`config.mk`:
```
export PLATFORM = sky130hd
export DESIGN_NAME = i2c_cmd_seq
export DESIGN_NICKNAME = d
export VERILOG_FILES = /design/src/rtl/i2c_seq_pkg.sv /design/src/rtl/i2c_seq_pick.sv /design/src/rtl/i2c_seq_bus.sv /design/src/rtl/i2c_seq_xfer.sv /design/src/rtl/i2c_cmd_seq.sv
export SDC_FILE = /design/constraint.sdc
export NUM_CORES = 1
export LEC_CHECK = 0
export CORE_ASPECT_RATIO = 2
export CORE_MARGIN = 3
export CORE_UTILIZATION = 40
export CTS_BUF_LIST = sky130_fd_sc_hd__clkbuf_8
export CTS_CLUSTER_SIZE = 40
export DETAILED_ROUTE_END_ITERATION = 16
export PLACE_DENSITY = 0.84
export SLEW_MARGIN = 5
export SYNTH_ARGS = -nofsm -noshare
export SYNTH_HDL_FRONTEND = slang
export SYNTH_HIERARCHICAL = 1
export SYNTH_SLANG_ARGS = --single-unit
```
`constraint.sdc`:
```
create_clock -name clk_i -period 2.37 [get_ports clk_i]
set_input_delay 0.474 -clock clk_i [delete_from_list [all_inputs] [get_ports clk_i]]
set_output_delay 0.474 -clock clk_i [all_outputs]
set_load 0.1 [all_outputs]
```
`src/rtl/i2c_seq_pkg.sv`:
```
package i2c_seq_pkg;
  localparam int CB_START = 0;
  localparam int CB_TX    = 1;
  localparam int CB_RX    = 2;
  localparam int CB_LAST  = 3;
  localparam int CB_STOP  = 4;
  localparam int CMD_BITS = 5;

  typedef enum logic [2:0] {
    XS_IDLE  = 3'd0,
    XS_START = 3'd1,
    XS_TX    = 3'd2,
    XS_RX    = 3'd3,
    XS_STOP  = 3'd4,
    XS_ABN   = 3'd5
  } xfer_e;

  typedef enum logic [1:0] {
    OP_START = 2'd0,
    OP_TX    = 2'd1,
    OP_RX    = 2'd2,
    OP_STOP  = 2'd3
  } bus_op_e;

  typedef enum logic [2:0] {
    SEL_NONE,
    SEL_START,
    SEL_TX,
    SEL_RX,
    SEL_STOP,
    SEL_ABN
  } sel_e;
endpackage

```
`src/rtl/i2c_seq_pick.sv`:
```
module i2c_seq_pick import i2c_seq_pkg::*; (
  input  logic [CMD_BITS-1:0] pend_i,
  input  xfer_e               xfer_i,
  output sel_e                sel_o
);
  logic xfer_open;
  assign xfer_open = (xfer_i != XS_IDLE) && (xfer_i != XS_ABN);

  // fixed priority: start > tx > rx > stop
  always_comb begin
    if (pend_i[CB_START])      sel_o = SEL_START;
    else if (pend_i[CB_TX])    sel_o = SEL_TX;
    else if (pend_i[CB_RX])    sel_o = SEL_RX;
    else if (pend_i[CB_STOP])  sel_o = xfer_open ? SEL_STOP : SEL_ABN;
    else                       sel_o = SEL_NONE;
  end
endmodule

```
`src/rtl/i2c_seq_bus.sv`:
```
module i2c_seq_bus import i2c_seq_pkg::*; #(
  parameter int DATA_W = 8
) (
  input  logic              clk_i,
  input  logic              rst_ni,
  input  logic              issue_i,
  input  bus_op_e           op_i,
  input  logic              nack_i,
  input  logic [DATA_W-1:0] wdata_i,
  input  logic              ack_i,
  output logic              req_o,
  output bus_op_e           op_o,
  output logic              nack_o,
  output logic [DATA_W-1:0] wdata_o,
  output logic              done_o
);
  always_ff @(posedge clk_i or negedge rst_ni) begin
    if (!rst_ni) begin
      req_o   <= 1'b0;
      op_o    <= OP_START;
      nack_o  <= 1'b0;
      wdata_o <= '0;
    end else if (issue_i) begin
      req_o   <= 1'b1;
      op_o    <= op_i;
      nack_o  <= nack_i;
      wdata_o <= wdata_i;
    end else if (req_o && ack_i) begin
      req_o   <= 1'b0;
    end
  end

  assign done_o = req_o & ack_i;

  assert_hold_stable_R4: assert property (@(posedge clk_i) disable iff (!rst_ni)
    (req_o && !ack_i) |=> (req_o && $stable(op_o) && $stable(wdata_o) && $stable(nack_o)));

  assert_single_outstanding_R4: assert property (@(posedge clk_i) disable iff (!rst_ni)
    issue_i |-> !req_o);
endmodule

```
`src/rtl/i2c_seq_xfer.sv`:
```
module i2c_seq_xfer import i2c_seq_pkg::*; (
  input  logic    clk_i,
  input  logic    rst_ni,
  input  logic    abn_i,
  input  logic    issue_i,
  input  bus_op_e issue_op_i,
  input  logic    stop_done_i,
  output xfer_e   state_o
);
  xfer_e state_d;

  always_comb begin
    state_d = state_o;
    if (abn_i) begin
      state_d = XS_ABN;
    end else if (issue_i) begin
      case (issue_op_i)
        OP_START: state_d = XS_START;
        OP_TX:    state_d = XS_TX;
        OP_RX:    state_d = XS_RX;
        default:  state_d = XS_STOP;
      endcase
    end else if (stop_done_i) begin
      state_d = XS_IDLE;
    end else if (state_o == XS_ABN) begin
      state_d = XS_IDLE;
    end
  end

  always_ff @(posedge clk_i or negedge rst_ni) begin
    if (!rst_ni) state_o <= XS_IDLE;
    else         state_o <= state_d;
  end

  assert_idle_after_stop_R8: assert property (@(posedge clk_i) disable iff (!rst_ni)
    stop_done_i |=> (state_o == XS_IDLE));

  assert_abn_one_cycle_R9: assert property (@(posedge clk_i) disable iff (!rst_ni)
    (state_o == XS_ABN) |=> (state_o == XS_IDLE));
endmodule

```
`src/rtl/i2c_cmd_seq.sv`:
```
module i2c_cmd_seq import i2c_seq_pkg::*; #(
  parameter int DATA_W    = 8,
  parameter int REG_W     = 16,
  parameter int STATE_LSB = 8
) (
  input  logic                clk_i,
  input  logic                rst_ni,
  input  logic                cmd_wr_i,
  input  logic [CMD_BITS-1:0] cmd_wdata_i,
  output logic [REG_W-1:0]    cmd_rdata_o,
  input  logic [DATA_W-1:0]   tx_byte_i,
  output logic [DATA_W-1:0]   rx_byte_o,
  output logic                start_done_o,
  output logic                tx_ack_o,
  output logic                tx_nack_o,
  output logic                rx_done_o,
  output logic                stop_done_o,
  output logic                abnormal_o,
  output logic                bus_req_o,
  output logic [1:0]          bus_op_o,
  output logic                bus_nack_o,
  output logic [DATA_W-1:0]   bus_wdata_o,
  input  logic                bus_ack_i,
  input  logic                bus_nacked_i,
  input  logic [DATA_W-1:0]   bus_rdata_i
);
  localparam int STATE_W = $bits(xfer_e);

  logic [CMD_BITS-1:0] pend_q, pend_d;
  xfer_e   xfer_q;
  sel_e    sel;
  bus_op_e issue_op, op_q;
  logic    busy, done, issue, issue_nack, abn_fire, accept, stop_done;

  i2c_seq_pick i_pick (
    .pend_i (pend_q),
    .xfer_i (xfer_q),
    .sel_o  (sel)
  );

  assign busy     = bus_req_o;
  assign issue    = !busy && (sel inside {SEL_START, SEL_TX, SEL_RX, SEL_STOP});
  assign abn_fire = !busy && (sel == SEL_ABN);
  assign accept   = cmd_wr_i && (pend_q == '0) && !busy;

  always_comb begin
    case (sel)
      SEL_TX:   issue_op = OP_TX;
      SEL_RX:   issue_op = OP_RX;
      SEL_STOP: issue_op = OP_STOP;
      default:  issue_op = OP_START;
    endcase
  end
  assign issue_nack = (sel == SEL_RX) && pend_q[CB_LAST];

  i2c_seq_bus #(.DATA_W(DATA_W)) i_bus (
    .clk_i   (clk_i),
    .rst_ni  (rst_ni),
    .issue_i (issue),
    .op_i    (issue_op),
    .nack_i  (issue_nack),
    .wdata_i (tx_byte_i),
    .ack_i   (bus_ack_i),
    .req_o   (bus_req_o),
    .op_o    (op_q),
    .nack_o  (bus_nack_o),
    .wdata_o (bus_wdata_o),
    .done_o  (done)
  );
  assign bus_op_o  = op_q;
  assign stop_done = done && (op_q == OP_STOP);

  i2c_seq_xfer i_xfer (
    .clk_i       (clk_i),
    .rst_ni      (rst_ni),
    .abn_i       (abn_fire),
    .issue_i     (issue),
    .issue_op_i  (issue_op),
    .stop_done_i (stop_done),
    .state_o     (xfer_q)
  );

  // pending command bits
  always_comb begin
    pend_d = pend_q;
    if (accept) begin
      pend_d = cmd_wdata_i;
      pend_d[CB_LAST] = cmd_wdata_i[CB_LAST] & cmd_wdata_i[CB_RX];
    end
    if (done) begin
      case (op_q)
        OP_START: pend_d[CB_START] = 1'b0;
        OP_TX: begin
          pend_d[CB_TX] = 1'b0;
          if (bus_nacked_i) begin
            pend_d[CB_RX]   = 1'b0;
            pend_d[CB_LAST] = 1'b0;
          end
        end
        OP_RX: begin
          pend_d[CB_RX]   = 1'b0;
          pend_d[CB_LAST] = 1'b0;
        end
        default: pend_d[CB_STOP] = 1'b0;
      endcase
    end
    if (abn_fire) pend_d[CB_STOP] = 1'b0;
  end

  always_ff @(posedge clk_i or negedge rst_ni) begin
    if (!rst_ni) begin
      pend_q       <= '0;
      start_done_o <= 1'b0;
      tx_ack_o     <= 1'b0;
      tx_nack_o    <= 1'b0;
      rx_done_o    <= 1'b0;
      stop_done_o  <= 1'b0;
      abnormal_o   <= 1'b0;
      rx_byte_o    <= '0;
    end else begin
      pend_q       <= pend_d;
      start_done_o <= done && (op_q == OP_START);
      tx_ack_o     <= done && (op_q == OP_TX) && !bus_nacked_i;
      tx_nack_o    <= done && (op_q == OP_TX) && bus_nacked_i;
      rx_done_o    <= done && (op_q == OP_RX);
      stop_done_o  <= stop_done;
      abnormal_o   <= abn_fire;
      if (done && (op_q == OP_RX)) rx_byte_o <= bus_rdata_i;
    end
  end

  always_comb begin
    cmd_rdata_o = '0;
    cmd_rdata_o[CMD_BITS-1:0] = pend_q;
    cmd_rdata_o[STATE_LSB +: STATE_W] = xfer_q;
  end

  assert_rx_after_start_tx_R3: assert property (@(posedge clk_i) disable iff (!rst_ni)
    ($rose(bus_req_o) && (bus_op_o == OP_RX)) |-> (!pend_q[CB_START] && !pend_q[CB_TX]));

  assert_stop_last_R3: assert property (@(posedge clk_i) disable iff (!rst_ni)
    ($rose(bus_req_o) && (bus_op_o == OP_STOP)) |-> (pend_q[CB_RX:CB_START] == '0));

  assert_rx_nack_qual_R6: assert property (@(posedge clk_i) disable iff (!rst_ni)
    (bus_req_o && (bus_op_o == OP_RX)) |-> (bus_nack_o == pend_q[CB_LAST]));

  assert_txnack_not_abn_R7: assert property (@(posedge clk_i) disable iff (!rst_ni)
    tx_nack_o |-> (!abnormal_o && !pend_q[CB_RX]));

  assert_abn_no_request_R9: assert property (@(posedge clk_i) disable iff (!rst_ni)
    abnormal_o |-> (!bus_req_o && (xfer_q == XS_ABN)));

  assert_flag_onehot_R5: assert property (@(posedge clk_i) disable iff (!rst_ni)
    $onehot0({start_done_o, tx_ack_o, tx_nack_o, rx_done_o, stop_done_o, abnormal_o}));
endmodule

```
==> metrics.yaml <==
layout_commonest_cell: "buf_4"
fin_worst_skew_ns: 0.00516
die_height_um: 96.4
pre_cts_ws_ns: 0.247
cts_setup_buffers: 0
min_period_ns: 2.11
max_cap_viol_count: 0
antenna_found_initial: 0
drcViolationCount: 0
place_hpwl_mm: 2.80
reg2reg_slack_ns: 0.26
cts_num_sinks: 34
setup.worst_path.start_class: "register"
htreeDepth: 2
crit_family: "compound AO/OA/AOI/OAI gates"
synthTopCellsByArea: "dfrtp_1 (52%), mux2_4 (8.3%), mux2_2 (6.9%), ha_1 (6.1%), buf_4 (3.7%)"
finalWeightedCongestion: 0.734
cp.required_ns: 2.54
hp-class: "reg -> reg"
grt_pass1_vias: 1226
grt_max_degree: 35
synth.yosys.seq_area_share_pct: 52.1
final.setup.tns_ns: 0
critPathKind: "reg -> reg"
critPathCaptureType: "register"
placeableCoreArea_um2: 3880
drv_slew: 0
synth_area_leader_cell: "dfrtp_1"
crit_chain: "nor3b_1 > a221o_1 > nor2b_1 > a22o_1 > ha_1 > nor2_1 > nor3b_1 > a311o_1"
whs_endpoint: "rx_byte_o[0]"
critPathMaxStageDelay_ns: 0.43
arrival_ns: 2.28
syn2layout_area_growth_pct: 41.6
pin_count: 68
r2r_start: "pend_q[4]"
rows: 32
grt_pass1_wl_mm: 5.73
startpoint: "pend_q[4]"
setup_slack_ns: 0.259
final_cell_mix: "buf_4 (37), dfrtp_1 (27), clkdlybuf4s50_1 (25)"
clkLatencyLatePin_ns: 0.28
fin_nets: 231
drive_above_1_share_pct: 40.9
grt_setup_unrepaired: "false"
crit_top_cell: "nor3b_1"
crit_fanout: 5
holdPathStages: 1
ys_ff_latch: 34
cts_tree: "yes"
drtAntennaViolNets: 0
numPortBuffers: 59
dr.pass1.iters: 4
antenna_cells: 0
clkTransAtPathRegs_ns: 0.07
worstHoldStart: "rx_byte_o[0]"
cts_buffer_depth: 2
r2r_cells: 8
numCtsBuffers: 5
cts_root_buf: "clkbuf_8"
fin_crit_sh_pct: 89.1
cts_resized: 0
wl_per_cell_um: 14.6
finalSetupViolations: 0
initial_core_util_pct: 42.0
synth.distinct_cells: 31
die_w_um: 51.2
synthCells: 129
drtIter0Drc: 14
via_count: 1179
finalWirelength_mm: 3.63
max_freq_mhz: 474
syn_area_um2: 1630
synth_warnings: 6
avgSynthCellArea_um2: 12.7
drt-vias-per-instance: 4.73
cts-hold-fix-buffers: 0
status: "completed"
crit_buf_inv: 0
crit_path_top_delay_cell: "dfrtp_2"
yosys.area.top_type_share_pct: 52.1
grt.overflow.total: 0
r2r-end: "i_xfer/state_o[0]"
hold_viol_final: 0
dieArea_um2: 4930
grt_use_total_pct: 16.0
fillerInstances: 312
-- synth_stat cells, drive strengths merged --
cell type / count
dfrtp: 34
ha: 8
a211oi: 1
and4bb: 1
nor3b: 3
nor3: 1
a22o: 1
a31oi: 4
a221o: 1
mux2: 19
a21oi: 4
nor2: 13
nor2b: 2
inv: 10
conb: 1
nand2b: 1
and2: 2
a21o: 1
xor2: 1
nand2: 4
and3: 1
a41oi: 1
xnor2: 2
nor4b: 2
a311o: 1
buf: 9
o41ai: 1
-- through the flow --
step | hold slack, ns | instance area, um^2 | cells | utilization (%)
after floorplan | 0.178 | 1680 | 136 | -
after global placement | 0.489 | 2220 | 241 | 57.1
after detailed placement | 0.494 | 2220 | 241 | 57.1
after CTS | 0.510 | 2310 | 249 | 59.5
after global routing | 0.515 | 2310 | 249 | 59.5
final | 0.505 | 2310 | 249 | 59.5
-- sequential cells by signal, summed over array words and instances (netlist names), 2 cells and up --
signal and count:
i_xfer/state_o 3, pend_q 5, i_bus/wdata_o 8, rx_byte_o 8
i_bus/op_o 2
-- logic make-up after synthesis --
group / count (synthesis) / share of synthesized area, %
AND/OR/NAND/NOR: 30 / 11.2
flip-flops: 34 / 52.1
multiplexers: 19 / 15.2
buffers and inverters: 19 / 6.67
adder cells (fa/ha/maj): 8 / 6.13
XOR/XNOR: 3 / 1.61
other: 1 / 0.230
AO/OA/AOI/OAI: 15 / 6.90
-- routing by layer --
metal  track usage (%)  share of wire [%]  routed length (um)
met5                 0                  0                   0
met1              14.8                 34                1230
met2              30.1                 57                2080
met3              4.34                6.1                 220
met4              9.44                2.7                  98
-- layout make-up --
type	count	area, um^2	area share (%)
clock inverters	2	12.5	0.541
repair buffers	63	548	23.7
clock buffers	6	82.6	3.57
flip-flops and latches	34	860	37.2
well taps	51	63.8	2.76
multi-input cells	83	708	30.6
inverters	10	37.5	1.62
-- how the worst max path moves through the flow --
stage	endpoint	slack, ns	cells past startpoint
after global placement	i_xfer/state_o[0]	0.28	8
final	i_xfer/state_o[0]	0.26	8
after detailed placement	i_xfer/state_o[0]	0.25	8
after global routing	i_xfer/state_o[0]	0.09	9
after floorplan	i_xfer/state_o[0]	0.01	8
after CTS	i_xfer/state_o[0]	0.24	8
Power is left out: the tool's default activity adds up to more than one toggle a clock period on the data nets, which glitch-free logic cannot reach.
